--- src/rtl/rcs_pkg.sv ---
// Package: shared state codes and widths for the radio operating-state sequencer.
// Assumes: the state codes are read back by software, so their values are fixed.
package rcs_pkg;
    localparam int CODE_W    = 8;
    localparam int SUM_W     = 3;
    localparam int AUTOCAL_W = 2;

    typedef enum logic [CODE_W-1:0] {
        ST_IDLE  = 8'h01,
        ST_CAL   = 8'h08,
        ST_BOOST = 8'h09,
        ST_LOCK  = 8'h0A,
        ST_RX    = 8'h0D,
        ST_RXOVF = 8'h11,
        ST_TX    = 8'h13,
        ST_TXUND = 8'h16
    } rcs_state_e;
endpackage

--- src/rtl/rcs_next_state.sv ---
// Module: next-state logic of the sequencer (purely combinational).
// Assumes: every command input is a single-cycle pulse; cmd_reset has top priority.
module rcs_next_state
    import rcs_pkg::*;
#(
    parameter logic [AUTOCAL_W-1:0] AUTOCAL_ON = 2'b01
) (
    input  rcs_state_e           cur,
    input  logic                 s_tx,
    input  logic                 s_rx,
    input  logic                 s_idle,
    input  logic                 s_ftx,
    input  logic                 s_frx,
    input  logic                 s_rst,
    input  logic [AUTOCAL_W-1:0] autocal,
    input  logic                 cal_done,
    input  logic                 lock,
    input  logic                 und,
    input  logic                 ovf,
    input  logic                 dir_tx,
    output rcs_state_e           nxt,
    output logic                 capture
);
    // Choose the next state from the current state, the command pulses and the status inputs.
    always_comb begin
        nxt     = cur;
        capture = 1'b0;
        if (s_rst) begin
            nxt = ST_IDLE;
        end else begin
            unique case (cur)
                ST_IDLE: begin
                    if (s_tx || s_rx) begin
                        capture = 1'b1;
                        nxt     = (autocal == AUTOCAL_ON) ? ST_CAL : ST_LOCK;
                    end
                end
                ST_CAL:   nxt = s_idle ? ST_IDLE : (cal_done ? ST_BOOST : ST_CAL);
                ST_BOOST: nxt = s_idle ? ST_IDLE : ST_LOCK;
                ST_LOCK: begin
                    if (s_idle)    nxt = ST_IDLE;
                    else if (lock) nxt = dir_tx ? ST_TX : ST_RX;
                end
                ST_TX:    nxt = s_idle ? ST_IDLE : (und ? ST_TXUND : ST_TX);
                ST_RX:    nxt = s_idle ? ST_IDLE : (ovf ? ST_RXOVF : ST_RX);
                ST_TXUND: nxt = s_ftx ? ST_IDLE : ST_TXUND;
                ST_RXOVF: nxt = s_frx ? ST_IDLE : ST_RXOVF;
                default:  nxt = ST_IDLE;
            endcase
        end
    end
endmodule

--- src/rtl/rcs_dir_latch.sv ---
// Module: remembers whether the request that left idle was transmit or receive.
// Assumes: capture is high only in the cycle the machine leaves idle; transmit wins a tie.
module rcs_dir_latch (
    input  logic clk,
    input  logic rst_n,
    input  logic capture,
    input  logic want_tx,
    output logic dir_tx
);
    // Store the requested direction when leaving idle.
    always_ff @(posedge clk) begin
        if (!rst_n)       dir_tx <= 1'b0;
        else if (capture) dir_tx <= want_tx;
    end
endmodule

--- src/rtl/rcs_summary.sv ---
// Module: turns the full state code into the 3-bit class used in a status byte.
// Assumes: only the eight legal codes reach it; anything else reads as idle.
module rcs_summary
    import rcs_pkg::*;
(
    input  rcs_state_e       st,
    output logic [SUM_W-1:0] summary
);
    // Map each state to its summary class.
    always_comb begin
        unique case (st)
            ST_RX:                     summary = 3'b001;
            ST_TX:                     summary = 3'b010;
            ST_CAL, ST_BOOST, ST_LOCK: summary = 3'b011;
            ST_RXOVF:                  summary = 3'b110;
            ST_TXUND:                  summary = 3'b111;
            default:                   summary = 3'b000;
        endcase
    end
endmodule

--- src/rtl/rcs_ctrl.sv ---
// Module: top of the radio operating-state sequencer. It holds the state register
//         and wires the next-state logic, the direction latch and the summary encoder.
// Assumes: command inputs are one-cycle pulses; calibration and lock come from outside.
module rcs_ctrl
    import rcs_pkg::*;
#(
    parameter logic [AUTOCAL_W-1:0] AUTOCAL_ON = 2'b01
) (
    input  logic                 clk,
    input  logic                 rst_n,
    input  logic                 cmd_tx,
    input  logic                 cmd_rx,
    input  logic                 cmd_idle,
    input  logic                 cmd_flush_tx,
    input  logic                 cmd_flush_rx,
    input  logic                 cmd_reset,
    input  logic [AUTOCAL_W-1:0] autocal_mode,
    input  logic                 cal_done,
    input  logic                 synth_lock,
    input  logic                 txf_underflow,
    input  logic                 rxf_overflow,
    output logic [CODE_W-1:0]    state_code,
    output logic [SUM_W-1:0]     state_summary
);
    rcs_state_e st_q, st_d;
    logic       capture, dir_tx;

    rcs_next_state #(.AUTOCAL_ON(AUTOCAL_ON)) u_next (
        .cur(st_q), .s_tx(cmd_tx), .s_rx(cmd_rx), .s_idle(cmd_idle),
        .s_ftx(cmd_flush_tx), .s_frx(cmd_flush_rx), .s_rst(cmd_reset),
        .autocal(autocal_mode), .cal_done(cal_done), .lock(synth_lock),
        .und(txf_underflow), .ovf(rxf_overflow), .dir_tx(dir_tx),
        .nxt(st_d), .capture(capture)
    );

    rcs_dir_latch u_dir (
        .clk(clk), .rst_n(rst_n), .capture(capture), .want_tx(cmd_tx), .dir_tx(dir_tx)
    );

    rcs_summary u_sum (.st(st_q), .summary(state_summary));

    // State register, idle after reset.
    always_ff @(posedge clk) begin
        if (!rst_n) st_q <= ST_IDLE;
        else        st_q <= st_d;
    end

    assign state_code = st_q;
endmodule

--- config.mk ---
export PLATFORM = sky130hd
export DESIGN_NAME = rcs_ctrl
export DESIGN_NICKNAME = d
export VERILOG_FILES = /design/src/rtl/rcs_pkg.sv /design/src/rtl/rcs_next_state.sv /design/src/rtl/rcs_dir_latch.sv /design/src/rtl/rcs_summary.sv /design/src/rtl/rcs_ctrl.sv
export SDC_FILE = /design/constraint.sdc
export NUM_CORES = 1
export LEC_CHECK = 0
export ABC_CLOCK_PERIOD_IN_PS = 1700
export BUFFER_PORTS_ARGS = -buffer_cell sky130_fd_sc_hd__buf_2
export CORE_AREA = 10 10 47 49
export CTS_CLUSTER_SIZE = 24
export DETAILED_ROUTE_END_ITERATION = 10
export DIE_AREA = 0 0 57 59
export PLACE_DENSITY = 0.72
export SLEW_MARGIN = 20
export SYNTH_ARGS = -nofsm -noshare
export SYNTH_HDL_FRONTEND = slang
export SYNTH_SLANG_ARGS = --single-unit
--- constraint.sdc ---
create_clock -name clk -period 1.7 [get_ports clk]
set_input_delay 0.34 -clock clk [delete_from_list [all_inputs] [get_ports clk]]
set_output_delay 0.34 -clock clk [all_outputs]
set_load 0.005 [all_outputs]
* Yosys cells after proc, flatten, opt, wreduce, memory -nomap -nowiden
Cells that the tools add are included.
Word-level totals: register bits 9, input bits 14, output and inout bits 11, word-level logic and storage cells 37
Operators by class: equality and inequality tests 11, muxes and demuxes 19, bitwise logic cells 1, reduce and logical (&&, ||, !) cells 4
Operators by type and width (count):
- one-hot mux 8 bit (8 select lines) | 1
- two-way mux 8 bit | 6
- == test 8 x 4 -> 1 bit (second input constant) | 4
- == test 8 x 5 -> 1 bit (second input constant) | 3
- two-way mux 5 bit | 4
- one-hot mux 3 bit (5 select lines) | 1
- == test 8 x 1 -> 1 bit (second input constant) | 1
- two-way mux 1 bit | 4
- two-way mux 4 bit | 1
- two-way mux 3 bit | 1
- inequality test 3 bit (second input constant) | 1
- OR reduction 3 bit | 1
- == test 2 x 1 -> 1 bit (second input constant) | 1
- two-way mux 2 bit | 1
- inequality test 2 x 1 -> 1 bit (second input constant) | 1
- AND reduction 2 bit | 1
- OR reduction 2 bit | 1
- logical OR 1 bit | 1
- NOT 1 bit | 1

* Longest topological paths before layout
Gate-level depths: netlist of run 1.
depth in word-level cells 4, depth in mapped cells 6, gate-level depth less buffers 5

* Hierarchy
Synthesis of run 1 repeated with hierarchy kept, for this count alone.
Second synthesis, totals: cell total of the unflattened synthesis 100, area total of the unflattened synthesis 788.3 um^2
By module, submodules not included:
- rcs_next_state | times used 1, cells an instance 67, area an instance 436.7 um^2, sequential area each 0.0 um^2
- rcs_ctrl | times used 1, cells an instance 16, area an instance 210.2 um^2, sequential area each 160.2 um^2
- rcs_summary | times used 1, cells an instance 14, area an instance 105.1 um^2, sequential area each 0.0 um^2
- rcs_dir_latch | times used 1, cells an instance 3, area an instance 36.3 um^2, sequential area each 20.0 um^2

* Worst setup path after synthesis of run 1
Ideal clock, no wire load.
path kind flip-flop to flip-flop, start register st_q[4], in the netlist state_code[4], end register st_q[2], in the netlist state_code[2], library setup time 0.115 ns, data arrival time 1.436 ns, setup slack 0.149 ns, cell stages (with the launch flop) 7, buffers on the path 1, clock period less this slack 1.551 ns, cells stage by stage dfxtp_1 -> buf_6 -> or4b_4 -> nor4_4 -> nor2_1 -> nand3_2 -> o21ba_1
On the way: word-level cells in the longest chain between the ends 3, elaborated cells between the ends (all ways) 12
RTL lines:
- start, declared | line rcs_ctrl.sv:25 | rcs_state_e st_q, st_d;
- start signal, assigned | line rcs_ctrl.sv:45 | else st_q <= st_d;
- == test 8 x 4 -> 1 bit or == test 8 x 1 -> 1 bit (tied branches) | line rcs_next_state.sv:31 | unique case (cur)
- inequality test 3 bit (no line) or inequality test 2 x 1 -> 1 bit (tied branches)
- AND reduction 2 bit (no line)
Parallel ways exist; a longest one is shown, timed or not. A chain may end at the register's enable or synchronous reset.

* Final worst setup path of run 1
start register st_q[2], in the netlist state_code[2], end output state_summary[1]
On the way: word-level cells in the longest chain between the ends 3, elaborated cells between the ends (all ways) 9
RTL lines:
- == test 8 x 4 -> 1 bit | line rcs_summary.sv:11 | unique case (st)
- OR reduction 3 bit | line rcs_summary.sv:11
- one-hot mux 3 bit (5 select lines) (*) | line rcs_summary.sv:11
- end, declared | line rcs_ctrl.sv:23 | output logic [SUM_W-1:0] state_summary
Mark *: on every way between the ends. The rest lies on a longest branch, timed or not.

==> metrics.md, run 1 <==
| Metric | Value |
|---|---|
| Via count | `665` |
| WL final | `1.753 mm` |
| GP Congestion | `0.8399` |
| Post-synthesis sequential area ratio | `20.73%` |
| Fmax | `619.9 MHz` |
| Leak | `0.3513 nW` |
| Outcome | `finished clean` |
| Synth area leaders | `dfxtp_1 21%, nor2_1 5.2%, nand2b_1 4.3%` |
| Power per cell area | `578.5 mW/mm^2` |
| Drt wl/cell | `14.98 um` |
| # rows | `14` |
| Top cell type by total area after synthesis | `dfxtp_1` |
| Global-route wire length before repair | `2.815 mm` |
| Top-count cell post-synth | `nor2_1` |
| Root Buffer | `clkbuf_4` |
| EDFF count, synth | `0` |
| Worst Path Arrival | `1.27 ns` |
| CP max FO | `10` |
| Main synth FF type | `dfxtp_1` |
| Worst-path clk slew | `0.05 ns` |
| Final worst clock skew | `0.004387 ns` |
| Post-layout minimum cycle time | `1.613 ns` |
| CTS H-tree lvls | `1` |
| Port bufs | `21` |
| Mapped Cells | `77` |
| Max-cap violations | `0` |
| RSZ-0062 raised after global routing | `no` |
| CTS tree | `built` |
| Fillers | `148` |
| WP data required | `1.36 ns` |
| Finished Layout Cells | `117` |
| Clock Tree Buf Depth | `2` |
| Final hold vios | `0` |
| Clk Latency, worst-skew pair | `0.24 ns` |
| Share of cells above drive strength 1 | `42.57%` |
| Largest net degree at the start of global routing | `12` |
| Placed Area | `695.7 sq um` |
| Antenna-violating nets left | `0` |
| Chip height | `59 um` |
| Initial antenna violation count | `0` |
| Iter 0 DRT Violations | `24` |
| FFs w/ async S/R, synth | `0%` |
| Area growth from synthesis to layout | `28.08%` |
| First drt pass iteration count | `4` |
| Post-layout nets | `117` |
| YS warnings | `0` |
| Final period utilization | `94.89%` |
| GR Overflow Total | `0` |
| Post-synth top cells | `8 x nor2_1, 6 x dfxtp_1, 5 x nand2_1` |
| Hold Path Class | `input pin to register` |
| Setup violators final | `0` |
| Setup crit end kind | `output pin` |
| Peak VDD IR | `0.0003907 V` |
| Number of diodes | `0` |
| Full die area | `0.003363 sq mm` |
| Via count of the first global-routing pass | `677` |
| Initial cell density of the core | `41.34%` |
| Synthesized area | `579.3 sq um` |
| Slew Viols, Final | `0` |
| Synth Area per Inst | `7.523 sq um` |
| DR DRC count | `0` |
| Cells after DPL | `113` |
| Top-area cell type share of the netlist area | `20.73%` |
| Final Cell Area | `742.0 sq um` |
| Total Routing Usage GR | `10.08%` |
| Boundary Pins | `25` |
| Die X | `57 um` |
| Post-DP HPWL | `1.383 mm` |
| Yosys cell types | `37` |
| Worst slack at placement | `0.04208 ns` |
| Crit Path Class | `register to output pin` |
| Sink Count | `6` |
| CTS Buf Count | `3` |
| Core area | `0.001401 sq mm` |
| CP startpoint kind | `register` |
| Vias per cell | `5.684` |
| Setup_tns | `0 ns` |
| Total chip power | `429.2 uW` |
| Final worst slack | `0.08683 ns` |
| Yosys reg bits | `6` |
-- cell type report --
cell class | count | area, sq um | area share, %
Tap cell | 16 | 20.02 | 2.698
Multi-Input combinational cell | 63 | 415.4 | 55.99
Inverter | 2 | 7.507 | 1.012
Sequential cell | 6 | 126.4 | 17.03
Clock buffer | 3 | 22.52 | 3.035
Timing Repair Buffer | 27 | 150.1 | 20.24
-- metrics by stage --
stage | hold WS (ns) | util [%]
global placement | 0.5709 | 49.64
CTS | 0.3164 | 51.88
global route | 0.3452 | 52.95
finish | 0.3259 | 52.95
floorplan | 0.4682 | -
detailed placement | 0.5778 | 49.64
-- logic make-up after synthesis --
group	after synthesis	share of synthesized area (%)
compound gates	21	25.06
buf+inv	10	10.58
flops	6	20.74
other cells	1	0.6473
simple gates	39	42.98
-- layer usage --
layer	part of all wire (%)	global-route usage [%]	up-vias
li1	-	-	324
met1	39	9.277	316
met2	54	18.76	25
met3	7.6	4.506	0
met4	0	4.362	0
met5	0	0	-
-- critical path, cell delays in order (launching register included) --
cell and delay, ns:
dfxtp_2 0.36, nand2b_2 0.22, a211o_1 0.27, nand2_1 0.07
buf_2 0.11
-- final timing paths --
path | start | to | slack, ns | depth (start not counted)
setup / recovery | state_code[2] | state_summary[1] | 0.09 | 4
hold / removal | rst_n | u_dir.dir_tx | 0.33 | 2
setup reg to reg | state_code[4] | state_code[2] | 0.13 | 5
hold reg to reg | u_dir.dir_tx | u_dir.dir_tx | 0.63 | 2
-- power by group --
group / total (mW) / internal, mW / leakage, nW / switching (mW)
sequential: 0.167 / 0.151 / 0.0505 / 0.0162
clock: 0.129 / 0.0797 / 0.0138 / 0.0496
combinational: 0.133 / 0.0680 / 0.287 / 0.0652
total: 0.429 / 0.298 / 0.351 / 0.131
-- layout by cell type (no fill, tap or decap), types with 2 or more instances in the layout --
master | netlist | final
nor4_1 | 2 | 2
dfxtp_2 | 0 | 5
buf_4 | 3 | 6
nand2b_1 | 4 | 3
nor2b_1 | 4 | 4
o22ai_1 | 4 | 4
inv_1 | 2 | 2
clkbuf_4 | 0 | 3
a21oi_1 | 4 | 4
nor3_1 | 3 | 2
o21ai_1 | 1 | 2
nand2_1 | 5 | 5
a211o_1 | 2 | 2
nor2_1 | 8 | 7
buf_2 | 4 | 21
nand3b_1 | 2 | 2
conb_1 | 1 | 3
-- flip-flops by register name (all words and copies together) (netlist names) --
name	flops
state_code	5
u_dir.dir_tx	1
-- repair_timing --
action | CTS | global route
buffers inserted | 1 | 0
gates cloned | 0 | 0
hold buffers | 0 | 0
endpoints found under the setup margin | 2 | 8
resized for setup | 1 | 8
pin swaps | 1 | 1
(Power assumes the default switching activity.)
==> inputs of run 2 (changes only) <==
--- a/config.mk
+++ b/config.mk
@@ -7,10 +7,12 @@
 export LEC_CHECK = 0
 export ABC_CLOCK_PERIOD_IN_PS = 1700
 export BUFFER_PORTS_ARGS = -buffer_cell sky130_fd_sc_hd__buf_2
+export CAP_MARGIN = 10
 export CORE_AREA = 10 10 47 49
 export CTS_CLUSTER_SIZE = 24
 export DETAILED_ROUTE_END_ITERATION = 10
 export DIE_AREA = 0 0 57 59
+export MAX_ROUTING_LAYER = met4
 export PLACE_DENSITY = 0.72
 export SLEW_MARGIN = 20
 export SYNTH_ARGS = -nofsm -noshare
==> metrics.md, run 2 (synthesized netlist as in run 1, its figures left out) <==
| Metric | Value |
|---|---|
| Via count of the first global-routing pass | `670` |
| Die X | `57 um` |
| Drt wl/cell | `15.00 um` |
| Leak | `0.3513 nW` |
| Antenna-violating nets left | `0` |
| Final period utilization | `94.90%` |
| Worst slack at placement | `0.04208 ns` |
| Hold Path Class | `input pin to register` |
| Worst Path Arrival | `1.27 ns` |
| Initial cell density of the core | `41.34%` |
| Register area | `126.4 sq um` |
| Total Routing Usage GR | `10.36%` |
| Hold_buf cts | `0` |
| Power per cell area | `579.2 mW/mm^2` |
| Clock Tree Buf Depth | `2` |
| P_int | `298.3 uW` |
| Final worst slack | `0.08675 ns` |
| Sw frac | `30.59%` |
| Crit Path Class | `register to output pin` |
| GR Overflow Total | `0` |
| CTS Buf Count | `3` |
| DR DRC count | `0` |
| Port bufs | `21` |
| Post-layout nets | `117` |
| Iter 0 DRT Violations | `24` |
| Peak VDD IR | `0.0003909 V` |
| Root Buffer | `clkbuf_4` |
| GP Congestion | `0.8530` |
| P_sw | `131.5 uW` |
| Via count | `665` |
| Commonest non-fill, non-tap cells in the layout | `21 x buf_2, 7 x nor2_1, 6 x buf_4, 5 x nand2_1, 5 x dfxtp_2` |
| Post-DP HPWL | `1.383 mm` |
| Worst-path clk slew | `0.05 ns` |
| Commonest non-fill, non-tap cell in the layout | `buf_2` |
| Boundary Pins | `25` |
| Fillers | `148` |
| CTS H-tree lvls | `1` |
| Number of diodes | `0` |
| # rows | `14` |
| Setup crit end kind | `output pin` |
| CP max FO | `10` |
| Area growth from synthesis to layout | `28.08%` |
| Largest net degree at the start of global routing | `12` |
| Outcome | `finished clean` |
| Fmax | `619.9 MHz` |
| Area occupied by multi-input gates | `415.4 sq um` |
| RSZ-0062 raised after global routing | `no` |
| Post-layout minimum cycle time | `1.613 ns` |
| Sequential Power Share | `38.8%` |
| First drt pass iteration count | `4` |
| Global-route wire length before repair | `2.815 mm` |
| CP startpoint kind | `register` |
| Max-cap violations | `0` |
| Chip height | `59 um` |
| Share of cells above drive strength 1 | `42.57%` |
| Vias per cell | `5.684` |
| Core area | `0.001401 sq mm` |
| WP data required | `1.36 ns` |
| Sink Count | `6` |
| Initial antenna violation count | `0` |
| CTS tree | `built` |
| Final hold vios | `0` |
| Comb pwr share | `31.0%` |
| Full die area | `0.003363 sq mm` |
| WL final | `1.755 mm` |
| Setup_tns | `0 ns` |
| Setup violators final | `0` |
| Clock power share | `30.2%` |
| Max reg flops | `5` |
| Final worst clock skew | `0.003827 ns` |
| Clk Latency, worst-skew pair | `0.24 ns` |
| Slew Viols, Final | `0` |
[run 2: cell counts in the layout (fill, tap and decap cells not counted)]
Identical to the previous run, type by type.
[run 2: final cells by class]
cell class / instances / area share, %
inverter: 2 / 1.012
tap: 16 / 2.698
timing repair buffer: 27 / 20.24
sequential: 6 / 17.03
clock buffer: 3 / 3.035
multi-input combinational: 63 / 55.99
[run 2: final timing paths]
path            startpoint  depth (start not counted)                to  slack (ns)
max          state_code[2]                          4  state_summary[1]        0.09
min                  rst_n                          2      u_dir.dir_tx        0.33
max reg2reg  state_code[4]                          5     state_code[2]        0.13
min reg2reg   u_dir.dir_tx                          2      u_dir.dir_tx        0.63
[run 2: repair_timing]
action,CTS,global route
resized for setup,1,8
endpoints found under the hold margin,0,0
endpoints found under the setup margin,2,8
buffers inserted,1,0
pin swaps,1,1
[run 2: metrics by stage]
step           hold slack [ns]  std cells  cell area, sq um  util, %  power, mW
2_1_floorplan           0.4682         79             586.8        -     0.2485
3_3_place_gp            0.5709        113             695.7    49.64     0.2937
3_5_place_dp            0.5778        113             695.7    49.64     0.2961
4_1_cts                 0.3164        117             726.9    51.88     0.4336
5_1_grt                 0.3452        117             742.0    52.95     0.4651
6_report                0.3259        117             742.0    52.95     0.4297
[run 2: routing by layer]
metal / part of all wire (%) / wire length, um / global-route usage, % / vias to the layer above
met2: 53 / 938 / 18.76 / 25
met5: 0 / 0 / - / -
met1: 39 / 686 / 9.398 / 316
li1: - / - / - / 324
met3: 7.4 / 130 / 4.292 / 0
met4: 0 / 0 / 4.362 / 0
[run 2: critical path, stage by stage (launching register included)]
cell and delay (ns):
dfxtp_2 0.36, nand2b_2 0.22, a211o_1 0.27, nand2_1 0.07, buf_2 0.11
[run 2: power groups by stage]
stage	registers (mW)	clock network (mW)	logic (mW)
floorplan	0.158	0	0.0909
global placement	0.167	0	0.127
detailed placement	0.167	0	0.129
CTS	0.165	0.139	0.130
global route	0.169	0.148	0.148
finish	0.167	0.130	0.133
==> inputs of run 3 (changes only) <==
--- a/config.mk
+++ b/config.mk
@@ -8,12 +8,14 @@
 export ABC_CLOCK_PERIOD_IN_PS = 1700
 export BUFFER_PORTS_ARGS = -buffer_cell sky130_fd_sc_hd__buf_2
 export CAP_MARGIN = 10
-export CORE_AREA = 10 10 47 49
+export CORE_AREA = 10 10 51 53
 export CTS_CLUSTER_SIZE = 24
 export DETAILED_ROUTE_END_ITERATION = 10
-export DIE_AREA = 0 0 57 59
+export DIE_AREA = 0 0 61 63
+export HOLD_SLACK_MARGIN = 0.06
 export MAX_ROUTING_LAYER = met4
-export PLACE_DENSITY = 0.72
+export PLACE_DENSITY = 0.6
+export SKIP_CTS_REPAIR_TIMING = 1
 export SLEW_MARGIN = 20
 export SYNTH_ARGS = -nofsm -noshare
 export SYNTH_HDL_FRONTEND = slang
==> metrics.md, run 3 (synthesized netlist as in run 1, its figures left out) <==
| Metric | Value |
|---|---|
| Outcome | `finished clean` |
| Global-route wire length before repair | `2.794 mm` |
| Worst reg-to-reg path cell count | `5` |
| # rows | `15` |
| Commonest non-fill, non-tap cell in the layout | `buf_2` |
| Number of diodes | `0` |
| Finished Layout Cells | `121` |
| Cells after DPL | `116` |
| Worst R2R Start | `state_code[0]` |
| Via count | `682` |
| Die X | `61 um` |
| Area occupied by multi-input gates | `407.9 sq um` |
| Hold Slack | `0.3552 ns` |
| Area growth from synthesis to layout | `30.45%` |
| Setup violators final | `0` |
| Sink Count | `6` |
| Final period utilization | `94.69%` |
| Share of cells above drive strength 1 | `40.38%` |
| Worst Path Arrival | `1.27 ns` |
| DR DRC count | `0` |
| Clk Latency, worst-skew pair | `0.24 ns` |
| Port bufs | `21` |
| CTS tree | `built` |
| First drt pass iteration count | `4` |
| Chip height | `63 um` |
| Register area | `123.9 sq um` |
| Hold Path Class | `input pin to register` |
| CTS Buf Count | `3` |
| Min-delay src | `rst_n` |
| Placed Area | `711.9 sq um` |
| Post-layout nets | `120` |
| Root Buffer | `clkbuf_4` |
| Leak | `0.3638 nW` |
| WL final | `1.697 mm` |
| Setup crit end kind | `output pin` |
| Initial cell density of the core | `35.08%` |
| Total chip power | `425.8 uW` |
| Worst-path clk slew | `0.04 ns` |
| Hold endpoint | `u_dir.dir_tx` |
| Drt wl/cell | `14.02 um` |
| Fillers | `160` |
| Vias per cell | `5.636` |
| Crit Path Class | `register to output pin` |
| Boundary Pins | `25` |
| Final hold vios | `0` |
| Largest net degree at the start of global routing | `14` |
| Clock Tree Buf Depth | `2` |
| Initial antenna violation count | `0` |
| Slew Viols, Final | `0` |
| Max-cap violations | `0` |
| Power per cell area | `563.4 mW/mm^2` |
| Core area | `0.001652 sq mm` |
| R2R Path End | `state_code[2]` |
| Total Routing Usage GR | `8.914%` |
| CP startpoint kind | `register` |
| Commonest non-fill, non-tap cells in the layout | `21 x buf_2, 9 x buf_4, 7 x nor2_1, 5 x nand2_1` |
| Fmax | `621.2 MHz` |
| Antenna-violating nets left | `0` |
| Via count of the first global-routing pass | `672` |
| GR Overflow Total | `0` |
| Peak VDD IR | `0.0003586 V` |
| CP max FO | `11` |
| Hold path cells | `2` |
| Post-DP HPWL | `1.439 mm` |
| Minimum setup slack among reg-to-reg paths | `0.13 ns` |
| Final worst clock skew | `0.0006954 ns` |
| Final Cell Area | `755.7 sq um` |
| Post-layout minimum cycle time | `1.610 ns` |
| CTS H-tree lvls | `1` |
| GP Congestion | `0.9087` |
| Iter 0 DRT Violations | `34` |
| Max reg flops | `5` |
| WP data required | `1.36 ns` |
| Full die area | `0.003843 sq mm` |
## run 3: cell types whose count changed in the layout (fill, tap and decap cells not counted)
| cell | before | now |
|---|---|---|
| dfxtp_1 | 1 | 3 |
| dfxtp_2 | 5 | 3 |
| nand2b_2 | 1 | 0 |
| nand2b_1 | 3 | 4 |
| nor3_1 | 2 | 3 |
| nor3_2 | 1 | 0 |
| buf_4 | 6 | 9 |
## run 3: cell type report
class,count,area share [%]
well taps,17,2.815
clock buffers,3,2.980
multi-input cells,63,53.97
repair buffers,30,22.85
flip-flops and latches,6,16.39
inverters,2,0.9934
## run 3: worst max-delay path by stage
stage                   from          endpoint  slack [ns]  cells past startpoint
2_1_floorplan  state_code[4]     state_code[2]        0.15                      6
3_3_place_gp   state_code[0]     state_code[2]        0.02                      5
3_5_place_dp   state_code[0]     state_code[2]        0.04                      5
4_1_cts        state_code[0]  state_summary[1]       -0.05                      4
5_1_grt        state_code[3]  state_summary[0]     -0.0006                      5
6_report       state_code[0]  state_summary[1]        0.09                      4
## run 3: layer usage
metal  vias up  share of wire, %  wire, um  GRT usage (%)
met5         -                 0         0              -
met2        36                48       821          14.41
met3         0                10       178          2.439
met1       310                41       696          10.52
met4         0                 0         0          1.923
li1        336                 -         -              -
## run 3: worst max-delay path, stage by stage, from the launching register on
cell and delay, ns:
dfxtp_2 0.43, and3b_1 0.22, o21ai_1 0.19, nand2_1 0.07
buf_2 0.13
## run 3: where the power goes
group	internal (mW)	switching [mW]
Combinational	0.0698	0.0647
Clock	0.0795	0.0463
Sequential	0.150	0.0153
Total	0.300	0.126
## run 3: metrics by stage
stage | worst slack, ns | setup TNS, ns | utilization (%)
detailed placement | 0.04268 | 0 | 43.11
finish | 0.09031 | 0 | 45.76
floorplan | 0.1494 | 0 | -
CTS | -0.05497 | -0.05497 | 44.47
global route | -0.0006471 | -0.0006471 | 45.76
global placement | 0.02347 | 0 | 43.11
